===== config.mk =====
export PLATFORM = sky130hd
export DESIGN_NAME = pp_dma_chan
export DESIGN_NICKNAME = d
export VERILOG_FILES = /design/src/rtl/pp_dma_pkg.sv /design/src/rtl/pp_dma_bufset.sv /design/src/rtl/pp_dma_xfer.sv /design/src/rtl/pp_dma_seq.sv /design/src/rtl/pp_dma_chan.sv
export SDC_FILE = /design/constraint.sdc
export NUM_CORES = 1
export LEC_CHECK = 0
export ABC_CLOCK_PERIOD_IN_PS = 1900
export BUFFER_PORTS_ARGS = -buffer_cell sky130_fd_sc_hd__buf_4
export CORE_MARGIN = 5
export CORE_UTILIZATION = 52
export DETAILED_ROUTE_END_ITERATION = 16
export GPL_ROUTABILITY_DRIVEN = 0
export HOLD_SLACK_MARGIN = 0.02
export PLACE_DENSITY = 0.77
export SYNTH_ARGS = -nofsm -noshare
export SYNTH_HDL_FRONTEND = slang
export SYNTH_SLANG_ARGS = --single-unit

===== constraint.sdc =====
create_clock -name clk -period 1.9 [get_ports clk]
set_input_delay 0.19 -clock clk [delete_from_list [all_inputs] [get_ports clk]]
set_output_delay 0.19 -clock clk [all_outputs]
set_load 0.01 [all_outputs]

===== src/rtl/pp_dma_pkg.sv =====
package pp_dma_pkg;
   // register indices
   localparam logic [2:0] RI_CUR_A = 3'd0;
   localparam logic [2:0] RI_END_A = 3'd1;
   localparam logic [2:0] RI_CUR_B = 3'd2;
   localparam logic [2:0] RI_END_B = 3'd3;
   localparam logic [2:0] RI_CTRL  = 3'd4;
   localparam logic [2:0] RI_STAT  = 3'd5;

   // control bit positions
   localparam int unsigned CB_SIZE_LO = 0;
   localparam int unsigned CB_DIR     = 2;
   localparam int unsigned CB_EN      = 3;
   localparam int unsigned CB_CLR     = 7;

   typedef enum logic [1:0] {
      XF_IDLE = 2'd0,
      XF_MEM  = 2'd1,
      XF_DACK = 2'd2
   } xf_state_e;
endpackage


===== src/rtl/pp_dma_bufset.sv =====
module pp_dma_bufset #(
   parameter int ADDR_W = 16
) (
   input  logic              clk,
   input  logic              rst_n,
   input  logic              clr_i,
   input  logic              cur_wr_i,
   input  logic [ADDR_W-1:0] cur_val_i,
   input  logic              end_wr_i,
   input  logic [ADDR_W-1:0] end_val_i,
   input  logic              end_last_i,
   input  logic              end_stop_i,
   input  logic              adv_i,
   input  logic [ADDR_W-1:0] step_i,
   input  logic              drain_i,
   output logic [ADDR_W-1:0] cur_o,
   output logic [ADDR_W-1:0] end_o,
   output logic              last_o,
   output logic              stop_o,
   output logic              loaded_o,
   output logic              hit_o
);
   logic [ADDR_W-1:0] cur_q, end_q;
   logic              last_q, stop_q, loaded_q;

   always_ff @(posedge clk or negedge rst_n) begin
      if (!rst_n) begin
         cur_q <= '0;
      end else if (cur_wr_i) begin
         cur_q <= cur_val_i;
      end else if (adv_i) begin
         cur_q <= cur_q + step_i;
      end
   end

   always_ff @(posedge clk or negedge rst_n) begin
      if (!rst_n) begin
         end_q  <= '0;
         last_q <= 1'b0;
         stop_q <= 1'b0;
      end else if (end_wr_i) begin
         end_q  <= end_val_i;
         last_q <= end_last_i;
         stop_q <= end_stop_i;
      end
   end

   always_ff @(posedge clk or negedge rst_n) begin
      if (!rst_n) begin
         loaded_q <= 1'b0;
      end else if (clr_i) begin
         loaded_q <= 1'b0;
      end else if (end_wr_i) begin
         loaded_q <= 1'b1;
      end else if (drain_i) begin
         loaded_q <= 1'b0;
      end
   end

   assign cur_o    = cur_q;
   assign end_o    = end_q;
   assign last_o   = last_q;
   assign stop_o   = stop_q;
   assign loaded_o = loaded_q;
   assign hit_o    = (cur_q == end_q) || last_q;
endmodule


===== src/rtl/pp_dma_xfer.sv =====
module pp_dma_xfer
   import pp_dma_pkg::*;
#(
   parameter int ADDR_W = 16
) (
   input  logic              clk,
   input  logic              rst_n,
   input  logic              abort_i,
   input  logic              start_i,
   input  logic [ADDR_W-1:0] addr_i,
   input  logic              dir_i,
   input  logic              mem_ack_i,
   output logic              mem_req_o,
   output logic              mem_we_o,
   output logic [ADDR_W-1:0] mem_addr_o,
   output logic              dev_ack_o,
   output logic              done_o,
   output logic              busy_o
);
   xf_state_e         st_q, st_d;
   logic [ADDR_W-1:0] addr_q;
   logic              dir_q;

   always_comb begin
      st_d = st_q;
      unique case (st_q)
         XF_IDLE: if (start_i)   st_d = XF_MEM;
         XF_MEM:  if (mem_ack_i) st_d = XF_DACK;
         XF_DACK:                st_d = XF_IDLE;
         default:                st_d = XF_IDLE;
      endcase
      if (abort_i) st_d = XF_IDLE;
   end

   always_ff @(posedge clk or negedge rst_n) begin
      if (!rst_n) begin
         st_q   <= XF_IDLE;
         addr_q <= '0;
         dir_q  <= 1'b0;
      end else begin
         st_q <= st_d;
         if (st_q == XF_IDLE && start_i) begin
            addr_q <= addr_i;
            dir_q  <= dir_i;
         end
      end
   end

   assign mem_req_o  = (st_q == XF_MEM);
   assign mem_we_o   = dir_q;
   assign mem_addr_o = addr_q;
   assign dev_ack_o  = (st_q == XF_DACK);
   assign done_o     = (st_q == XF_DACK) && !abort_i;
   assign busy_o     = (st_q != XF_IDLE);
endmodule


===== src/rtl/pp_dma_seq.sv =====
module pp_dma_seq (
   input  logic       clk,
   input  logic       rst_n,
   input  logic       clr_i,
   input  logic       done_i,
   input  logic       hit_i,
   input  logic       stop_i,
   input  logic [1:0] loaded_i,
   input  logic [1:0] end_wr_i,
   output logic       act_o,
   output logic       fill_o,
   output logic       ovf_o,
   output logic       halt_o,
   output logic [1:0] drain_o
);
   logic act_q, fill_q, ovf_q, halt_q;
   logic empty_ev, other_ready;

   assign empty_ev    = done_i && hit_i;
   assign other_ready = loaded_i[!act_q] || end_wr_i[!act_q];

   always_ff @(posedge clk or negedge rst_n) begin
      if (!rst_n) begin
         act_q  <= 1'b0;
         fill_q <= 1'b0;
         ovf_q  <= 1'b0;
         halt_q <= 1'b0;
      end else if (clr_i) begin
         act_q  <= 1'b0;
         fill_q <= 1'b0;
         ovf_q  <= 1'b0;
         halt_q <= 1'b0;
      end else begin
         if (end_wr_i[0]) fill_q <= 1'b1;
         if (end_wr_i[1]) fill_q <= 1'b0;
         if (|end_wr_i)   ovf_q  <= 1'b0;
         if (empty_ev) begin
            if (stop_i) begin
               halt_q <= 1'b1;
            end else begin
               act_q <= !act_q;
               ovf_q <= !other_ready;
            end
         end
      end
   end

   assign drain_o[0] = empty_ev && !act_q;
   assign drain_o[1] = empty_ev &&  act_q;
   assign act_o      = act_q;
   assign fill_o     = fill_q;
   assign ovf_o      = ovf_q;
   assign halt_o     = halt_q;
endmodule


===== src/rtl/pp_dma_chan.sv =====
module pp_dma_chan
   import pp_dma_pkg::*;
#(
   parameter int ADDR_W = 16,
   parameter int DATA_W = 32
) (
   input  logic              clk,
   input  logic              rst_n,
   input  logic              reg_wr,
   input  logic [2:0]        reg_addr,
   input  logic [DATA_W-1:0] reg_wdata,
   output logic [DATA_W-1:0] reg_rdata,
   input  logic              dev_req,
   output logic              dev_ack,
   output logic              mem_req,
   output logic              mem_we,
   output logic [ADDR_W-1:0] mem_addr,
   input  logic              mem_ack,
   output logic              irq
);
   localparam int STOP_BIT = DATA_W - 1;
   localparam int LAST_BIT = DATA_W - 2;
   localparam int PAD_W    = DATA_W - 2 - ADDR_W;

   if (ADDR_W < 8) begin : g_aw_chk
      $error("pp_dma_chan: ADDR_W must be at least 8");
   end
   if (PAD_W < 1) begin : g_dw_chk
      $error("pp_dma_chan: DATA_W must exceed ADDR_W + 2");
   end

   logic       ctl_en, ctl_dir;
   logic [1:0] ctl_size;
   logic       ctrl_wr, clr;
   logic [ADDR_W-1:0] step;

   logic [1:0][ADDR_W-1:0] cur_q, end_q;
   logic [1:0] last_q, stop_q, loaded, hit, drain, cur_wr, end_wr, adv;

   logic act, fill, ovf, halted;
   logic xf_done, xf_busy, xf_start, run;
   logic unused_wbits;

   assign unused_wbits = ^reg_wdata[LAST_BIT-1:ADDR_W];

   assign ctrl_wr = reg_wr && (reg_addr == RI_CTRL);
   assign clr     = ctrl_wr && reg_wdata[CB_CLR];

   always_ff @(posedge clk or negedge rst_n) begin
      if (!rst_n) begin
         ctl_en   <= 1'b0;
         ctl_dir  <= 1'b0;
         ctl_size <= 2'd0;
      end else if (ctrl_wr) begin
         ctl_en   <= reg_wdata[CB_EN];
         ctl_dir  <= reg_wdata[CB_DIR];
         ctl_size <= reg_wdata[CB_SIZE_LO+1:CB_SIZE_LO];
      end
   end

   assign step = ADDR_W'(1) << ctl_size;

   for (genvar b = 0; b < 2; b++) begin : g_buf
      localparam logic [2:0] CUR_IDX = 3'(2 * b);
      localparam logic [2:0] END_IDX = 3'(2 * b + 1);

      assign cur_wr[b] = reg_wr && (reg_addr == CUR_IDX);
      assign end_wr[b] = reg_wr && (reg_addr == END_IDX);
      assign adv[b]    = xf_done && (act == 1'(b));

      pp_dma_bufset #(.ADDR_W(ADDR_W)) u_set (
         .clk       (clk),
         .rst_n     (rst_n),
         .clr_i     (clr),
         .cur_wr_i  (cur_wr[b]),
         .cur_val_i (reg_wdata[ADDR_W-1:0]),
         .end_wr_i  (end_wr[b]),
         .end_val_i (reg_wdata[ADDR_W-1:0]),
         .end_last_i(reg_wdata[LAST_BIT]),
         .end_stop_i(reg_wdata[STOP_BIT]),
         .adv_i     (adv[b]),
         .step_i    (step),
         .drain_i   (drain[b]),
         .cur_o     (cur_q[b]),
         .end_o     (end_q[b]),
         .last_o    (last_q[b]),
         .stop_o    (stop_q[b]),
         .loaded_o  (loaded[b]),
         .hit_o     (hit[b])
      );
   end

   pp_dma_seq u_seq (
      .clk     (clk),
      .rst_n   (rst_n),
      .clr_i   (clr),
      .done_i  (xf_done),
      .hit_i   (hit[act]),
      .stop_i  (stop_q[act]),
      .loaded_i(loaded),
      .end_wr_i(end_wr),
      .act_o   (act),
      .fill_o  (fill),
      .ovf_o   (ovf),
      .halt_o  (halted),
      .drain_o (drain)
   );

   assign run      = ctl_en && !halted && loaded[act];
   assign xf_start = run && dev_req && !xf_busy;

   pp_dma_xfer #(.ADDR_W(ADDR_W)) u_xfer (
      .clk       (clk),
      .rst_n     (rst_n),
      .abort_i   (clr),
      .start_i   (xf_start),
      .addr_i    (cur_q[act]),
      .dir_i     (ctl_dir),
      .mem_ack_i (mem_ack),
      .mem_req_o (mem_req),
      .mem_we_o  (mem_we),
      .mem_addr_o(mem_addr),
      .dev_ack_o (dev_ack),
      .done_o    (xf_done),
      .busy_o    (xf_busy)
   );

   assign irq = ctl_en && !(&loaded);

   always_comb begin
      reg_rdata = '0;
      unique case (reg_addr)
         RI_CUR_A: reg_rdata = DATA_W'(cur_q[0]);
         RI_END_A: reg_rdata = {stop_q[0], last_q[0], {PAD_W{1'b0}}, end_q[0]};
         RI_CUR_B: reg_rdata = DATA_W'(cur_q[1]);
         RI_END_B: reg_rdata = {stop_q[1], last_q[1], {PAD_W{1'b0}}, end_q[1]};
         RI_CTRL:  reg_rdata = DATA_W'({ctl_en, ctl_dir, ctl_size});
         RI_STAT:  reg_rdata = DATA_W'({fill, ovf, irq});
         default:  reg_rdata = '0;
      endcase
   end
endmodule


== Word-level counts from Yosys, hierarchy flattened ==
Index checks and enable logic that the tools add are counted.

* Word-level logic and storage cells: 120
* Register bits after elaboration: 97
* Input port bits: 40
* Output and inout bits: 52

* Bitwise logic cells: 1
* Reductions and logical operators: 42
* Equality and inequality tests: 12
* Magnitude comparators: 2
* Shift-type cells: 1
* $add $sub $neg: 2
* Mux-type cells: 40

{| class="wikitable"
|+ Operators by type and width
! operator !! count
|-
| 32-bit one-hot mux with 6 select lines || 1
|-
| 16-bit 2-to-1 mux || 6
|-
| 16-bit adder || 2
|-
| 16-bit == test || 2
|-
| 1-bit 2-to-1 mux || 29
|-
| 1-bit logical AND || 18
|-
| 1-bit by 2-bit left shift with 16-bit output, first input constant || 1
|-
| 2-bit nonzero test || 5
|-
| 3-bit nonzero test || 3
|-
| 2-bit AND reduction || 4
|-
| 3-bit by 2-bit == test with 1-bit output, second input constant || 2
|-
| 3-bit == test, second input constant || 2
|-
| 1-bit zero test || 6
|-
| 2-bit 2-to-1 mux || 3
|-
| 3-bit by 1-bit inequality test with 1-bit output, second input constant || 2
|-
| 1-bit by 2-bit < comparator with 1-bit output, second input constant || 2
|-
| 2-bit one-hot mux with 2 select lines || 1
|-
| 3-bit by 1-bit == test with 1-bit output, second input constant || 1
|-
| 3-bit zero test || 1
|-
| 1-bit logical OR || 3
|-
| 2-bit by 1-bit == test with 1-bit output, second input constant || 1
|-
| 2-bit == test, second input constant || 1
|-
| 2-bit zero test || 1
|-
| 2-bit by 1-bit inequality test with 1-bit output, second input constant || 1
|-
| other kinds (2) || 2
|}

== Longest topological paths before layout ==
Gate-level depths: netlist (run 1).

* Depth in word-level cells: 10
* Depth in mapped cells: 10
* Depth with buffers taken out: 9

== Modules after synthesis ==
From an unflattened synthesis (run 1), not the netlist that was laid out.

* Cell total of the unflattened synthesis: 636
* Area, all modules: 6845.3 um^2

{| class="wikitable"
|+ By module, submodules not included
! module !! cells an instance !! seq. area each (um^2) !! times used !! area an instance (um^2)
|-
| pp_dma_bufset (g_buf[0].u_set) || 235 || 875.8 || 1 || 2391.0
|-
| pp_dma_bufset (g_buf[1].u_set) || 215 || 875.8 || 1 || 2288.4
|-
| pp_dma_chan || 120 || 100.1 || 1 || 1227.4
|-
| pp_dma_xfer || 46 || 475.5 || 1 || 748.2
|-
| pp_dma_seq || 20 || 100.1 || 1 || 190.2
|}

== Least setup slack after synthesis (run 1) ==
OpenSTA, ideal clock, no wires.

* Kind: register to register
* Start point: register ctl_size[0]
* End point: register g_buf[1].u_set.cur_q[14]
* Period minus slack after synthesis: 2.099 ns
* Stages on the path, launching flop included: 10
* Path buffers: 0
* Arrival time: 1.974 ns
* Slack: -0.199 ns
* Library setup time: 0.125 ns
* Required time: 1.775 ns
* Path through: dfrtp_1 -> nor2b_2 -> xor2_1 -> ha_1 -> o21a_1 -> o21a_1 -> or2_2 -> nand2_2 -> xnor2_1 -> mux2_2

* Longest elaborated chain between the ends: 4

{| class="wikitable"
|+ Ends and longest elaborated chain
! what !! RTL line !! source
|-
| start, declared || pp_dma_chan.sv:33 || <nowiki>logic [1:0] ctl_size;</nowiki>
|-
| start signal, assigned || pp_dma_chan.sv:57 || <nowiki>ctl_size <= reg_wdata[CB_SIZE_LO+1:CB_SIZE_LO];</nowiki>
|-
| 1-bit by 2-bit left shift with 16-bit output || pp_dma_chan.sv:61 || <nowiki>assign step = ADDR_W'(1) << ctl_size;</nowiki>
|-
| 16-bit adder || pp_dma_bufset.sv:32 || <nowiki>cur_q <= cur_q + step_i;</nowiki>
|-
| 16-bit 2-to-1 mux || pp_dma_bufset.sv:31 || <nowiki>end else if (adv_i) begin</nowiki>
|-
| 16-bit 2-to-1 mux || pp_dma_bufset.sv:29 || <nowiki>end else if (cur_wr_i) begin</nowiki>
|-
| end signal, assigned || pp_dma_bufset.sv:30 || <nowiki>cur_q <= cur_val_i;</nowiki>
|-
| end signal, assigned || pp_dma_bufset.sv:32 ||
|-
| end, declared || pp_dma_bufset.sv:23 || <nowiki>logic [ADDR_W-1:0] cur_q, end_q;</nowiki>
|}

No other way between the ends. The select of a mux whose other input is x is not followed.
A chain may end at the register's enable or synchronous reset.

== Worst setup path in the final report (run 1) ==
* Start point: register ctl_size[0]
* End point: register g_buf[0].u_set.cur_q[10]

* Longest elaborated chain between the ends: 4

{| class="wikitable"
|+ Ends and longest elaborated chain
! what !! RTL line
|-
| 1-bit by 2-bit left shift with 16-bit output || pp_dma_chan.sv:61
|-
| 16-bit adder || pp_dma_bufset.sv:32
|-
| 16-bit 2-to-1 mux || pp_dma_bufset.sv:31
|-
| 16-bit 2-to-1 mux || pp_dma_bufset.sv:29
|-
| end signal, assigned || pp_dma_bufset.sv:30
|-
| end signal, assigned || pp_dma_bufset.sv:32
|-
| end, declared || pp_dma_bufset.sv:23
|}

No other way between the ends. The select of a mux whose other input is x is not followed.

==> metrics.txt, run 1 <==
# TYPE chip_impl_metric gauge
chip_impl_metric{name="period_share",unit="%"} 126
chip_impl_metric{name="fmax",unit="GHz"} 0.419
chip_impl_metric{name="whs_path_depth",unit=""} 3
chip_impl_metric{name="dr_total_vias",unit=""} 5651
chip_impl_metric{name="design.final.nets",unit=""} 775
chip_impl_metric{name="start_util",unit="%"} 53.2
chip_impl_metric{name="slowest_delay",unit="ns"} 0.44
chip_impl_metric{name="drive_gt1_share",unit="%"} 51.5
chip_impl_metric{name="fp.dieH",unit="um"} 116
chip_impl_info{name="cts_tree",value="done"} 1
chip_impl_metric{name="drt_drc_violations_left",unit=""} 0
chip_impl_metric{name="cellPowerDensity",unit="nW/um2"} 1270
chip_impl_metric{name="clock_sinks",unit=""} 97
chip_impl_metric{name="synth-seq-cells",unit=""} 97
chip_impl_metric{name="max_slew.worst_pin.slew",unit="ns"} 0.602
chip_impl_metric{name="vias_per_cell",unit=""} 6.48
chip_impl_metric{name="cts_h_tree_depth",unit=""} 3
chip_impl_metric{name="p_sw_share",unit="%"} 40.1
chip_impl_info{name="timing.critical_path.cells",value="nor2b_4 -> xor2_1 -> ha_2 -> o21a_1 -> o21ai_2 -> a21oi_2 -> nand2_1 -> xnor2_1 -> mux2_2"} 1
chip_impl_metric{name="worst_case_clock_buffer_depth",unit=""} 2
chip_impl_info{name="netlist_top_cells_area",value="sky130_fd_sc_hd__dfrtp_1 42%, sky130_fd_sc_hd__mux2_2 9.7%, sky130_fd_sc_hd__xnor2_1 7.3%"} 1
chip_impl_metric{name="detail_route.wl_per_cell",unit="um"} 25.4
chip_impl_metric{name="grt_util_met3",unit="%"} 3.50
chip_impl_metric{name="finClkSkew",unit="ns"} 0.0181
chip_impl_metric{name="switchingPower",unit="mW"} 4.21
chip_impl_info{name="run_status",value="complete, but fails checks"} 1
chip_impl_metric{name="cts_buffers",unit=""} 9
chip_impl_metric{name="multi_input_area",unit="um2"} 3690
chip_impl_metric{name="design.core.area",unit="um2"} 10900
chip_impl_metric{name="finalWorstSetupSlack",unit="ns"} -0.485
chip_impl_metric{name="cts.clk_slew.worst_paths",unit="ns"} 0.11
chip_impl_metric{name="final.hold.worst_slack",unit="ns"} 0.0361
chip_impl_info{name="most_used_cells_in_the_layout_excluding_fill_and_tap_cells",value="148 x sky130_fd_sc_hd__buf_4, 89 x sky130_fd_sc_hd__dfrtp_1, 50 x sky130_fd_sc_hd__mux2_2"} 1
chip_impl_metric{name="detailedRoute.firstPassIterationCount",unit=""} 6
chip_impl_metric{name="final-seq-area",unit="um2"} 2440
chip_impl_info{name="root_buffer_master",value="sky130_fd_sc_hd__clkbuf_8"} 1
chip_impl_metric{name="period_minus_slack",unit="ns"} 2.39
chip_impl_metric{name="power.share.sequential",unit="%"} 32.5
chip_impl_metric{name="met2_usage",unit="%"} 44.6
chip_impl_metric{name="std_cell_rows",unit=""} 38
chip_impl_info{name="yosys_most_used_dff",value="sky130_fd_sc_hd__dfrtp_1"} 1
chip_impl_info{name="worst_setup_path_start_kind",value="register"} 1
chip_impl_metric{name="route.antenna.remaining_nets",unit=""} 0
chip_impl_metric{name="critPathMaxFanout",unit=""} 4
chip_impl_metric{name="post_synth_edffs",unit=""} 0
chip_impl_metric{name="vdd_drop_max",unit="mV"} 0.617
chip_impl_info{name="yosys.area.top_type",value="sky130_fd_sc_hd__dfrtp_1"} 1
chip_impl_metric{name="internal_power",unit="mW"} 6.29
chip_impl_info{name="violations",value="setup timing"} 1
chip_impl_metric{name="post_synth_inst_count",unit=""} 555
chip_impl_metric{name="synth.yosys.warnings",unit=""} 0
chip_impl_metric{name="global_route.usage.met1",unit="%"} 34.5
chip_impl_metric{name="drt_iter0_drc",unit=""} 816
chip_impl_metric{name="power.total",unit="mW"} 10.5
chip_impl_metric{name="grt.total_usage",unit="%"} 27.0
chip_impl_metric{name="maxSlewHeadroom",unit="%"} 59.8
chip_impl_info{name="critical-path-slowest-cell",value="sky130_fd_sc_hd__dfrtp_2"} 1
chip_impl_metric{name="hold_viol_final",unit=""} 0
chip_impl_info{name="critical_path_class",value="reg -> reg"} 1
chip_impl_metric{name="worst_ep_required_time",unit="ns"} 2.18
chip_impl_info{name="critPathCaptureType",value="register"} 1
chip_impl_metric{name="portBuffers",unit=""} 63
chip_impl_metric{name="p_clk_share",unit="%"} 13.3
chip_impl_metric{name="insertedDiodeCount",unit=""} 0
chip_impl_metric{name="largest_net_degree_at_the_start_of_global_routing",unit=""} 98
chip_impl_info{name="min_delay_endpoint",value="g_buf[1].u_set.cur_o[15]$_DFFE_PN0P_"} 1
chip_impl_metric{name="place_hpwl",unit="um"} 11900
chip_impl_metric{name="leakagePower",unit="nW"} 3.59
chip_impl_metric{name="ys_async_sr_fraction",unit="%"} 100
chip_impl_metric{name="route.final.wire_length",unit="um"} 22200
chip_impl_metric{name="design.portCount",unit=""} 92
chip_impl_metric{name="worst_endpoint_data_arrival_time",unit="ns"} 2.67
chip_impl_metric{name="layout-area-overhead-vs-synth",unit="%"} 42.4
chip_impl_metric{name="regToRegSetupSlack",unit="ns"} -0.49
chip_impl_metric{name="first_pass_grt_wire_length",unit="um"} 27300
chip_impl_metric{name="number_of_global_route_vias_before_repair",unit=""} 5089
chip_impl_metric{name="post_synth.cell_area_avg",unit="um2"} 10.4
chip_impl_info{name="grt_busiest_layer",value="met2"} 1
chip_impl_metric{name="clk_latency",unit="ns"} 0.39
chip_impl_metric{name="die-width",unit="um"} 116
chip_impl_metric{name="synthesis.area",unit="um2"} 5790
chip_impl_info{name="critical_path.reg2reg.startpoint",value="ctl_size[0]$_DFFE_PN0N_"} 1
chip_impl_info{name="rsz0062_at_grt",value="true"} 1
chip_impl_metric{name="antenna_found_initial",unit=""} 0
chip_impl_info{name="hold_start",value="reg_wdata[15]"} 1
chip_impl_info{name="final_common_cell",value="sky130_fd_sc_hd__buf_4"} 1
chip_impl_metric{name="maxCapViolCount",unit=""} 0
chip_impl_metric{name="ys_types",unit=""} 52
chip_impl_info{name="worst_hold_path_type",value="in -> reg"} 1
chip_impl_metric{name="globalRouteOverflowTotal",unit=""} 0
chip_impl_metric{name="design.die.area",unit="um2"} 13400
chip_impl_metric{name="n_fill_cell",unit=""} 598
chip_impl_metric{name="reg2regPathDepth",unit=""} 9
chip_impl_info{name="regToRegEndpoint",value="g_buf[0].u_set.cur_o[10]$_DFFE_PN0P_"} 1
chip_impl_metric{name="maxSlewViolCount",unit=""} 0
chip_impl_metric{name="synthDominantCellAreaShare",unit="%"} 41.9
chip_impl_metric{name="proportion_of_power_drawn_by_combinational_gates",unit="%"} 54.1
chip_impl_metric{name="ys_seq_area_share",unit="%"} 41.9
chip_impl_metric{name="timing.final.setup_violations",unit=""} 44
[power groups by stage]
stage                     sequential [mW]  clock, mW  combinational, mW
after floorplan                      3.26          0               2.21
final                                3.41       1.40               5.68
after CTS                            3.28       1.37               4.47
after global placement               3.24          0               3.93
after detailed placement             3.29          0               4.05
after global routing                 3.49       1.47               5.87
[cell usage after synthesis, drive strengths merged (2+ instances only)]
cell type / number
a21o: 2
and2: 4
and3b: 2
mux4: 13
nor2b: 16
mux2i: 29
nand2b: 3
nand2: 45
o21ai: 33
a31oi: 3
and3: 6
nand3: 14
mux2: 51
buf: 28
dfrtp: 97
maj3: 2
a22oi: 4
nor2: 42
nand4: 12
a21oi: 26
clkbuf: 23
ha: 8
xor2: 12
inv: 5
o22ai: 4
o21a: 3
nor3: 8
nor4: 3
xnor2: 48
[layer usage]
layer  vias to the layer above  part of all wire, %  routed length [um]
li1                       2254                    -                   -
met1                      2747                   35                7710
met2                       478                   47               10400
met3                       172                   10                2320
met4                         0                  8.0                1770
met5                         -                    0                   0
[critical path, delay by kind of cell, from the launching register on]
family	cells	cell delay [ns]
compound gates	3	0.52
flops	1	0.44
mux	1	0.28
simple gates	2	0.39
fa+ha+maj	1	0.24
xor+xnor	2	0.42
[kinds of logic after synthesis]
group / Yosys count / share of synthesized area, %
adder cells (fa/ha/maj): 10 / 2.07
buffers and inverters: 56 / 5.20
AND/OR/NAND/NOR: 161 / 14.2
XOR/XNOR: 60 / 9.07
multiplexers: 93 / 20.0
flip-flops: 97 / 41.9
other: 1 / 0.0647
AO/OA/AOI/OAI: 77 / 7.54
[sequential cells by signal (all words and copies together), names as in the netlist, 2 cells and up]
name / count
ctl_size: 2
u_xfer.mem_addr_o: 16
g_buf.u_set.loaded_o: 2
g_buf.u_set.last_o: 2
g_buf.u_set.stop_o: 2
u_xfer.st_q: 2
g_buf.u_set.cur_o: 32
g_buf.u_set.end_o: 32
[cell type report]
type / instances / area share, %
clock inverter: 7 / 0.864
sequential: 97 / 29.5
tap: 140 / 2.12
multi-input combinational: 415 / 44.7
inverter: 5 / 0.227
timing repair buffer: 199 / 21.0
clock buffer: 9 / 1.50
[through the flow]
stage	setup WS (ns)	area (um2)	std cells	util (%)	TNS, ns
6_report	-0.485	8250	872	75.8	-7.92
5_1_grt	-0.523	8250	872	75.8	-9.77
4_1_cts	-0.219	7520	841	69.0	-1.77
3_5_place_dp	-0.372	6990	816	64.2	-5.30
3_3_place_gp	-0.368	6990	816	64.2	-2.85
2_1_floorplan	-0.0635	5860	568	-	-0.235
[what timing repair did]
item,4_1_cts,5_1_grt
setup buffers,8,33
resized for setup,67,114
setup endpoints to repair,37,48
endpoints found under the hold margin,97,0
pin swaps,29,53
hold buffers,1,0
[worst max-delay path by stage]
stage / startpoint / cells after the start / endpoint / slack (ns)
floorplan: ctl_size[0]$_DFFE_PN0N_ / 9 / g_buf[1].u_set.cur_o[14]$_DFFE_PN0P_ / -0.06
global placement: g_buf[0].u_set.cur_o[0]$_DFFE_PN0P_ / 9 / u_seq.ovf_o$_DFF_PN0_ / -0.37
detailed placement: g_buf[0].u_set.cur_o[0]$_DFFE_PN0P_ / 9 / u_seq.ovf_o$_DFF_PN0_ / -0.37
CTS: ctl_size[0]$_DFFE_PN0N_ / 9 / g_buf[1].u_set.cur_o[10]$_DFFE_PN0P_ / -0.22
global route: ctl_size[0]$_DFFE_PN0N_ / 9 / g_buf[0].u_set.cur_o[10]$_DFFE_PN0P_ / -0.52
finish: ctl_size[0]$_DFFE_PN0N_ / 9 / g_buf[0].u_set.cur_o[10]$_DFFE_PN0P_ / -0.49
No activity file was read; power rests on OpenSTA's default activity.
==> run 2: changes to the inputs <==
--- a/config.mk
+++ b/config.mk
@@ -5,6 +5,7 @@
 export SDC_FILE = /design/constraint.sdc
 export NUM_CORES = 1
 export LEC_CHECK = 0
+export ABC_AREA = 1
 export ABC_CLOCK_PERIOD_IN_PS = 1900
 export BUFFER_PORTS_ARGS = -buffer_cell sky130_fd_sc_hd__buf_4
 export CORE_MARGIN = 5
==> run 2 against run 1 <==
The run still ends with setup timing left. Clock-buffer cell count up 2. Synthesized cell count increased by 59%. Core utilization shrank 12 points. Final cell count is 29% higher. Sequential share of layout area up 2.6 points. Clock power rose by 30%.
==> metrics.txt, run 2 <==
# TYPE chip_impl_metric gauge
chip_impl_info{name="run_status",value="complete, but fails checks"} 1
chip_impl_info{name="violations",value="setup timing"} 1
chip_impl_metric{name="cts_buffers",unit=""} 9
chip_impl_metric{name="portBuffers",unit=""} 63
chip_impl_metric{name="synthDominantCellAreaShare",unit="%"} 38.9
chip_impl_metric{name="drive_gt1_share",unit="%"} 20.8
chip_impl_metric{name="finalWorstSetupSlack",unit="ns"} -0.0888
chip_impl_metric{name="maxCapViolCount",unit=""} 0
chip_impl_metric{name="layout-area-overhead-vs-synth",unit="%"} 20.9
chip_impl_info{name="ys_top_cells_by_count",value="296 x sky130_fd_sc_hd__nand2_1, 126 x sky130_fd_sc_hd__inv_1, 97 x sky130_fd_sc_hd__dfrtp_1"} 1
chip_impl_metric{name="ys_types",unit=""} 44
chip_impl_metric{name="synth.yosys.warnings",unit=""} 0
chip_impl_metric{name="clock_sinks",unit=""} 97
chip_impl_info{name="cts_tree",value="done"} 1
chip_impl_metric{name="critPathBufInv",unit=""} 3
chip_impl_metric{name="detail_route.wl_per_cell",unit="um"} 16.1
chip_impl_metric{name="cts.clk_slew.worst_paths",unit="ns"} 0.07
chip_impl_metric{name="insertedDiodeCount",unit=""} 0
chip_impl_metric{name="placed_cells_incl_taps",unit=""} 1098
chip_impl_info{name="root_buffer_master",value="sky130_fd_sc_hd__clkbuf_16"} 1
chip_impl_info{name="worst_setup_path_start_kind",value="register"} 1
chip_impl_metric{name="post_synth_inst_count",unit=""} 880
chip_impl_metric{name="synthesis.area",unit="um2"} 6240
chip_impl_metric{name="antenna_found_initial",unit=""} 0
chip_impl_metric{name="worst_case_clock_buffer_depth",unit=""} 2
chip_impl_metric{name="slowest_delay",unit="ns"} 0.49
chip_impl_metric{name="grt.total_usage",unit="%"} 25.1
chip_impl_metric{name="worst_endpoint_data_arrival_time",unit="ns"} 2.22
chip_impl_metric{name="finClkSkew",unit="ns"} 0.00553
chip_impl_metric{name="power.total",unit="mW"} 10.2
chip_impl_info{name="yosys.area.top_type",value="sky130_fd_sc_hd__dfrtp_1"} 1
chip_impl_metric{name="post_synth.cell_area_avg",unit="um2"} 7.10
chip_impl_metric{name="vias_per_cell",unit=""} 5.48
chip_impl_info{name="rsz0062_at_grt",value="true"} 1
chip_impl_metric{name="globalRouteOverflowTotal",unit=""} 0
chip_impl_metric{name="period_minus_slack",unit="ns"} 1.99
chip_impl_metric{name="synth-seq-cells",unit=""} 97
chip_impl_metric{name="hold_viol_final",unit=""} 0
chip_impl_metric{name="clk_latency",unit="ns"} 0.34
chip_impl_info{name="synth_most_common_cell",value="sky130_fd_sc_hd__nand2_1"} 1
chip_impl_metric{name="cellPowerDensity",unit="nW/um2"} 1350
chip_impl_info{name="worst_hold_path_type",value="in -> reg"} 1
chip_impl_metric{name="dr_total_vias",unit=""} 6152
chip_impl_metric{name="fp.dieH",unit="um"} 120
chip_impl_info{name="path_delay_family",value="flip-flops"} 1
chip_impl_metric{name="design.die.area",unit="um2"} 14300
chip_impl_metric{name="maxSlewHeadroom",unit="%"} 65.2
chip_impl_info{name="yosys_most_used_dff",value="sky130_fd_sc_hd__dfrtp_1"} 1
chip_impl_info{name="critical-path-slowest-cell",value="sky130_fd_sc_hd__dfrtp_2"} 1
chip_impl_metric{name="worst_ep_required_time",unit="ns"} 2.13
chip_impl_metric{name="std_cell_rows",unit=""} 40
chip_impl_metric{name="drt_drc_violations_left",unit=""} 0
chip_impl_info{name="timing.critical_path.cells",value="nor2_4 -> ha_1 -> ha_1 -> inv_1 -> nand2_2 -> nand3_2 -> nand2_2 -> nand2_2 -> buf_4 -> buf_4 -> o21ai_0 -> o21bai_1"} 1
chip_impl_metric{name="start_util",unit="%"} 52.4
chip_impl_metric{name="fmax",unit="GHz"} 0.503
chip_impl_metric{name="critPathMaxFanout",unit=""} 7
chip_impl_metric{name="design.portCount",unit=""} 92
chip_impl_metric{name="route.final.wire_length",unit="um"} 18100
chip_impl_metric{name="maxSlewViolCount",unit=""} 0
chip_impl_metric{name="final_core_utilization",unit="%"} 63.4
chip_impl_metric{name="place_hpwl",unit="um"} 13200
chip_impl_info{name="critical_path_class",value="reg -> reg"} 1
chip_impl_metric{name="design.final.nets",unit=""} 1021
chip_impl_metric{name="vdd_drop_max",unit="mV"} 0.490
chip_impl_metric{name="route.antenna.remaining_nets",unit=""} 0
chip_impl_info{name="most_used_cells_in_the_layout_excluding_fill_and_tap_cells",value="282 x sky130_fd_sc_hd__nand2_1, 121 x sky130_fd_sc_hd__inv_1, 108 x sky130_fd_sc_hd__buf_4"} 1
chip_impl_metric{name="final_cell_count_no_fill",unit=""} 1123
chip_impl_metric{name="design.core.area",unit="um2"} 11900
chip_impl_metric{name="final.setup.tns",unit="ns"} -0.286
chip_impl_metric{name="detailedRoute.firstPassIterationCount",unit=""} 5
chip_impl_metric{name="largest_net_degree_at_the_start_of_global_routing",unit=""} 37
chip_impl_metric{name="timing.final.setup_violations",unit=""} 7
chip_impl_metric{name="n_fill_cell",unit=""} 1028
chip_impl_metric{name="first_pass_grt_wire_length",unit="um"} 29000
chip_impl_info{name="crit_top_cell",value="sky130_fd_sc_hd__nand2_2"} 1
chip_impl_metric{name="leakagePower",unit="nW"} 3.90
chip_impl_metric{name="cts_h_tree_depth",unit=""} 3
chip_impl_metric{name="max_slew.worst_pin.slew",unit="ns"} 0.522
chip_impl_metric{name="die-width",unit="um"} 120
chip_impl_info{name="final_common_cell",value="sky130_fd_sc_hd__nand2_1"} 1
chip_impl_metric{name="post_synth_edffs",unit=""} 0
chip_impl_info{name="netlist_top_cells_area",value="sky130_fd_sc_hd__dfrtp_1 39%, sky130_fd_sc_hd__nand2_1 18%, sky130_fd_sc_hd__inv_1 7.6%"} 1
chip_impl_metric{name="drt_iter0_drc",unit=""} 682
chip_impl_metric{name="number_of_global_route_vias_before_repair",unit=""} 5686
chip_impl_info{name="critPathCaptureType",value="register"} 1
chip_impl_metric{name="ys_seq_area_share",unit="%"} 38.9
chip_impl_metric{name="final.hold.worst_slack",unit="ns"} 0.0613
chip_impl_metric{name="ys_async_sr_fraction",unit="%"} 100
chip_impl_metric{name="period_share",unit="%"} 105
[run 2: metal layers]
metal | part of all wire (%) | vias up | global-route usage (%) | wire length, um
met5 | 0 | - | 0 | 0
met4 | 2.5 | 0 | 8.02 | 452
met3 | 7.8 | 35 | 3.53 | 1420
met2 | 45 | 264 | 38.9 | 8100
met1 | 45 | 2863 | 36.5 | 8170
li1 | - | 2990 | - | -
[run 2: cells by family (layout without fill, tap and decap cells)]
logic type / Yosys count / after routing / synth area share (%)
compound gates: 170 / 170 / 17.6
flops: 97 / 97 / 38.9
xor+xnor: 10 / 10 / 1.40
fa+ha+maj: 8 / 8 / 1.60
buf+inv: 179 / 262 / 12.3
simple gates: 415 / 415 / 28.2
other cells: 1 / 14 / 0.0601
[run 2: stage by stage]
step / worst slack [ns] / cell area (um2)
after detailed placement: -0.109 / 7000
after floorplan: 0.0764 / 6290
after global placement: -0.0401 / 7000
after global routing: -0.174 / 7550
after CTS: 0.00309 / 7320
final: -0.0888 / 7550
[run 2: worst paths after layout]
check / startpoint / end / slack, ns / cells past startpoint
worst max-delay path: ctl_size[0]$_DFFE_PN0N_ / g_buf[1].u_set.cur_o[8]$_DFFE_PN0P_ / -0.09 / 12
worst min-delay path: reg_wr / u_seq.fill_o$_DFFE_PN0P_ / 0.06 / 2
worst max register to register: ctl_size[0]$_DFFE_PN0N_ / g_buf[1].u_set.cur_o[8]$_DFFE_PN0P_ / -0.09 / 12
worst min register to register: u_xfer.mem_addr_o[6]$_DFFE_PN0P_ / u_xfer.mem_addr_o[6]$_DFFE_PN0P_ / 0.48 / 2
max in group asynchronous: rst_n / g_buf[0].u_set.end_o[5]$_DFFE_PN0P_ / 0.88 / 3
min in group asynchronous: rst_n / g_buf[1].u_set.last_o$_DFFE_PN0P_ / 0.37 / 2
[run 2: report_power, final]
group          total [mW]  leakage, nW  switching [mW]  internal [mW]
registers            3.59         1.22           0.804           2.79
logic                4.77         2.54            2.76           2.01
clock network        1.82        0.137           0.781           1.04
total                10.2         3.90            4.34           5.84
[run 2: repair_timing]
item                                    4_1_cts  5_1_grt
hold buffers                                  1        0
hold endpoints to repair                     31        0
buffers inserted                              1        9
resized for setup                             9       43
endpoints found under the setup margin       12       24
pin swaps                                     1       15
[run 2: cell type report]
type	instances	area [um2]	area share [%]
multi-input combinational	617	3270	43.4
sequential	97	2430	32.2
clock inverter	3	42.5	0.563
timing repair buffer	111	861	11.4
clock buffer	11	243	3.21
inverter	137	518	6.86
tap	147	184	2.44
[run 2: worst reg2reg max path, cell delays in order, from the launching register on]
cell                       delay [ns]
sky130_fd_sc_hd__dfrtp_2         0.49
sky130_fd_sc_hd__nor2_4          0.13
sky130_fd_sc_hd__ha_1            0.19
sky130_fd_sc_hd__ha_1            0.15
sky130_fd_sc_hd__inv_1           0.05
sky130_fd_sc_hd__nand2_2         0.08
sky130_fd_sc_hd__nand3_2         0.10
sky130_fd_sc_hd__nand2_2         0.09
sky130_fd_sc_hd__nand2_2         0.07
sky130_fd_sc_hd__buf_4           0.14
sky130_fd_sc_hd__buf_4           0.13
sky130_fd_sc_hd__o21ai_0         0.16
sky130_fd_sc_hd__o21bai_1        0.08
==> run 3: changes to the inputs <==
--- a/config.mk
+++ b/config.mk
@@ -17,3 +17,4 @@
 export SYNTH_ARGS = -nofsm -noshare
 export SYNTH_HDL_FRONTEND = slang
 export SYNTH_SLANG_ARGS = --single-unit
+export TNS_END_PERCENT = 20
==> run 3 against run 2 <==
The run still ends with setup timing left. Sequential cell count unchanged. First-iteration DRC count down 2.5%. Non-clock buffer count unchanged. Register-to-register slack got worse by 0.02 ns. Clock skew increased by 0.00078 ns. Setup slack lost 0.015 ns.
==> metrics.txt, run 3 (synthesis gave the netlist of run 2 again) <==
# TYPE chip_impl_metric gauge
chip_impl_info{name="run_status",value="complete, but fails checks"} 1
chip_impl_info{name="violations",value="setup timing"} 1
chip_impl_metric{name="dp_slack",unit="ns"} -0.109
chip_impl_metric{name="drt_iter0_drc",unit=""} 665
chip_impl_metric{name="route.antenna.remaining_nets",unit=""} 0
chip_impl_metric{name="clock_sinks",unit=""} 97
chip_impl_info{name="critPathCaptureType",value="register"} 1
chip_impl_metric{name="grt.total_usage",unit="%"} 25.1
chip_impl_metric{name="std_cell_rows",unit=""} 40
chip_impl_metric{name="start_util",unit="%"} 52.4
chip_impl_info{name="critical-path-slowest-cell",value="sky130_fd_sc_hd__dfrtp_2"} 1
chip_impl_metric{name="die-width",unit="um"} 120
chip_impl_metric{name="largest_net_degree_at_the_start_of_global_routing",unit=""} 37
chip_impl_metric{name="portBuffers",unit=""} 63
chip_impl_metric{name="globalRouteOverflowTotal",unit=""} 0
chip_impl_info{name="most_used_cells_in_the_layout_excluding_fill_and_tap_cells",value="277 x sky130_fd_sc_hd__nand2_1, 121 x sky130_fd_sc_hd__inv_1, 108 x sky130_fd_sc_hd__buf_4"} 1
chip_impl_metric{name="dpl_cell_area",unit="um2"} 7000
chip_impl_info{name="final_common_cell",value="sky130_fd_sc_hd__nand2_1"} 1
chip_impl_metric{name="route.final.wire_length",unit="um"} 18200
chip_impl_metric{name="finClkSkew",unit="ns"} 0.00631
chip_impl_metric{name="number_of_global_route_vias_before_repair",unit=""} 5687
chip_impl_info{name="root_buffer_master",value="sky130_fd_sc_hd__clkbuf_16"} 1
chip_impl_metric{name="hold_viol_final",unit=""} 0
chip_impl_info{name="crit_top_cell",value="sky130_fd_sc_hd__nand2_2"} 1
chip_impl_info{name="path_delay_family",value="flip-flops"} 1
chip_impl_metric{name="timing.final.setup_violations",unit=""} 7
chip_impl_metric{name="final_cell_count_no_fill",unit=""} 1123
chip_impl_metric{name="vdd_drop_max",unit="mV"} 0.521
chip_impl_metric{name="insertedDiodeCount",unit=""} 0
chip_impl_metric{name="cts.clk_slew.worst_paths",unit="ns"} 0.07
chip_impl_metric{name="final_cell_area",unit="um2"} 7550
chip_impl_info{name="worst_setup_path_start_kind",value="register"} 1
chip_impl_metric{name="final.hold.worst_slack",unit="ns"} 0.0648
chip_impl_metric{name="worst_ep_required_time",unit="ns"} 2.13
chip_impl_metric{name="leakagePower",unit="nW"} 3.91
chip_impl_metric{name="detail_route.wl_per_cell",unit="um"} 16.2
chip_impl_metric{name="period_share",unit="%"} 105
chip_impl_metric{name="drive_gt1_share",unit="%"} 21.2
chip_impl_metric{name="worst_case_clock_buffer_depth",unit=""} 2
chip_impl_metric{name="antenna_found_initial",unit=""} 0
chip_impl_metric{name="design.portCount",unit=""} 92
chip_impl_metric{name="cellPowerDensity",unit="nW/um2"} 1340
chip_impl_info{name="critical_path_class",value="reg -> reg"} 1
chip_impl_metric{name="max_slew.worst_pin.slew",unit="ns"} 0.513
chip_impl_metric{name="dr_total_vias",unit=""} 6209
chip_impl_metric{name="cts_h_tree_depth",unit=""} 3
chip_impl_metric{name="placed_cells_incl_taps",unit=""} 1098
chip_impl_metric{name="period_minus_slack",unit="ns"} 2.00
chip_impl_metric{name="clk_latency",unit="ns"} 0.34
chip_impl_metric{name="n_fill_cell",unit=""} 1040
chip_impl_info{name="worst_hold_path_type",value="in -> reg"} 1
chip_impl_metric{name="critPathMaxFanout",unit=""} 7
chip_impl_metric{name="vias_per_cell",unit=""} 5.53
chip_impl_metric{name="maxSlewHeadroom",unit="%"} 65.8
chip_impl_metric{name="design.final.nets",unit=""} 1021
chip_impl_metric{name="worst_endpoint_data_arrival_time",unit="ns"} 2.23
chip_impl_metric{name="place_hpwl",unit="um"} 13200
chip_impl_metric{name="detailedRoute.firstPassIterationCount",unit=""} 5
chip_impl_metric{name="design.core.area",unit="um2"} 11900
chip_impl_metric{name="first_pass_grt_wire_length",unit="um"} 29000
chip_impl_metric{name="maxCapViolCount",unit=""} 0
chip_impl_metric{name="fmax",unit="GHz"} 0.499
chip_impl_metric{name="critPathBufInv",unit=""} 3
chip_impl_metric{name="cts_buffers",unit=""} 9
chip_impl_info{name="rsz0062_at_grt",value="true"} 1
chip_impl_metric{name="finalWorstSetupSlack",unit="ns"} -0.104
chip_impl_metric{name="drt_drc_violations_left",unit=""} 0
chip_impl_metric{name="design.die.area",unit="um2"} 14300
chip_impl_metric{name="maxSlewViolCount",unit=""} 0
chip_impl_metric{name="final.setup.tns",unit="ns"} -0.428
chip_impl_info{name="timing.critical_path.cells",value="nor2_4 -> ha_1 -> ha_1 -> inv_1 -> nand2_2 -> nand3_2 -> nand2_2 -> nand2_2 -> buf_4 -> buf_4 -> o21ai_0 -> o21bai_1"} 1
chip_impl_metric{name="layout-area-overhead-vs-synth",unit="%"} 20.8
chip_impl_metric{name="fp.dieH",unit="um"} 120
chip_impl_info{name="cts_tree",value="done"} 1
chip_impl_metric{name="slowest_delay",unit="ns"} 0.50
## run 3: cell count changes in the layout (fill, tap and decap cells not counted)
cell                      delta
sky130_fd_sc_hd__ha_2        +1
sky130_fd_sc_hd__ha_4        -1
sky130_fd_sc_hd__nand2_1     -5
sky130_fd_sc_hd__nand2_2     +4
sky130_fd_sc_hd__nand2_4     +1
sky130_fd_sc_hd__nand3_1     +2
sky130_fd_sc_hd__nand3_2     -1
sky130_fd_sc_hd__nand3_4     -1
sky130_fd_sc_hd__o21ai_0     +1
sky130_fd_sc_hd__o21ai_1     -2
sky130_fd_sc_hd__o21ai_2     +1
## run 3: per-layer routing
layer / part of all wire [%] / vias to the layer above / GRT usage (%)
met5: 0 / - / 0
li1: - / 2996 / -
met4: 2.2 / 0 / 8.02
met2: 45 / 285 / 38.9
met1: 44 / 2896 / 36.4
met3: 8.1 / 32 / 3.53
## run 3: area by class of cell
cell class / instances / area (um2) / area share [%]
timing repair buffer: 111 / 861 / 11.4
inverter: 137 / 518 / 6.86
clock inverter: 3 / 42.5 / 0.564
sequential: 97 / 2430 / 32.2
tap: 147 / 184 / 2.44
multi-input combinational: 617 / 3270 / 43.3
clock buffer: 11 / 243 / 3.22
## run 3: path summary, 6_finish.rpt
check | from | end | depth (start not counted) | slack [ns]
max in group asynchronous | rst_n | g_buf[0].u_set.cur_o[4]$_DFFE_PN0P_ | 3 | 0.88
setup / recovery | ctl_size[0]$_DFFE_PN0N_ | g_buf[1].u_set.cur_o[8]$_DFFE_PN0P_ | 12 | -0.10
hold reg to reg | u_xfer.mem_addr_o[6]$_DFFE_PN0P_ | u_xfer.mem_addr_o[6]$_DFFE_PN0P_ | 2 | 0.48
hold / removal | reg_wr | u_seq.fill_o$_DFFE_PN0P_ | 2 | 0.06
min in group asynchronous | rst_n | g_buf[1].u_set.last_o$_DFFE_PN0P_ | 2 | 0.36
setup reg to reg | ctl_size[0]$_DFFE_PN0N_ | g_buf[1].u_set.cur_o[8]$_DFFE_PN0P_ | 12 | -0.10
## run 3: metrics by stage
stage	power, mW	utilization [%]
floorplan	6.28	-
global placement	7.77	58.8
detailed placement	7.89	58.8
CTS	9.75	61.4
global route	10.9	63.4
finish	10.1	63.4
## run 3: repair_timing
action | in CTS | in global routing
hold buffers | 1 | 0
resized for setup | 8 | 46
pin swaps | 1 | 15
buffers inserted | 1 | 9
endpoints found under the hold margin | 31 | 0
setup endpoints to repair | 12 | 26
gates cloned | 0 | 0
## run 3: report_power, final
part / switching (mW) / total [mW] / internal [mW] / leakage, nW
sequential: 0.805 / 3.60 / 2.79 / 1.22
combinational: 2.74 / 4.73 / 1.99 / 2.56
clock: 0.771 / 1.81 / 1.04 / 0.137
## run 3: worst register-to-register path, cell delays in order (launching register included)
cell and delay, ns:
sky130_fd_sc_hd__dfrtp_2 0.50, sky130_fd_sc_hd__nor2_4 0.15, sky130_fd_sc_hd__ha_1 0.20, sky130_fd_sc_hd__ha_1 0.15, sky130_fd_sc_hd__inv_1 0.05, sky130_fd_sc_hd__nand2_2 0.07, sky130_fd_sc_hd__nand3_2 0.10, sky130_fd_sc_hd__nand2_2 0.09
sky130_fd_sc_hd__nand2_2 0.07, sky130_fd_sc_hd__buf_4 0.14, sky130_fd_sc_hd__buf_4 0.13, sky130_fd_sc_hd__o21ai_0 0.15, sky130_fd_sc_hd__o21bai_1 0.08
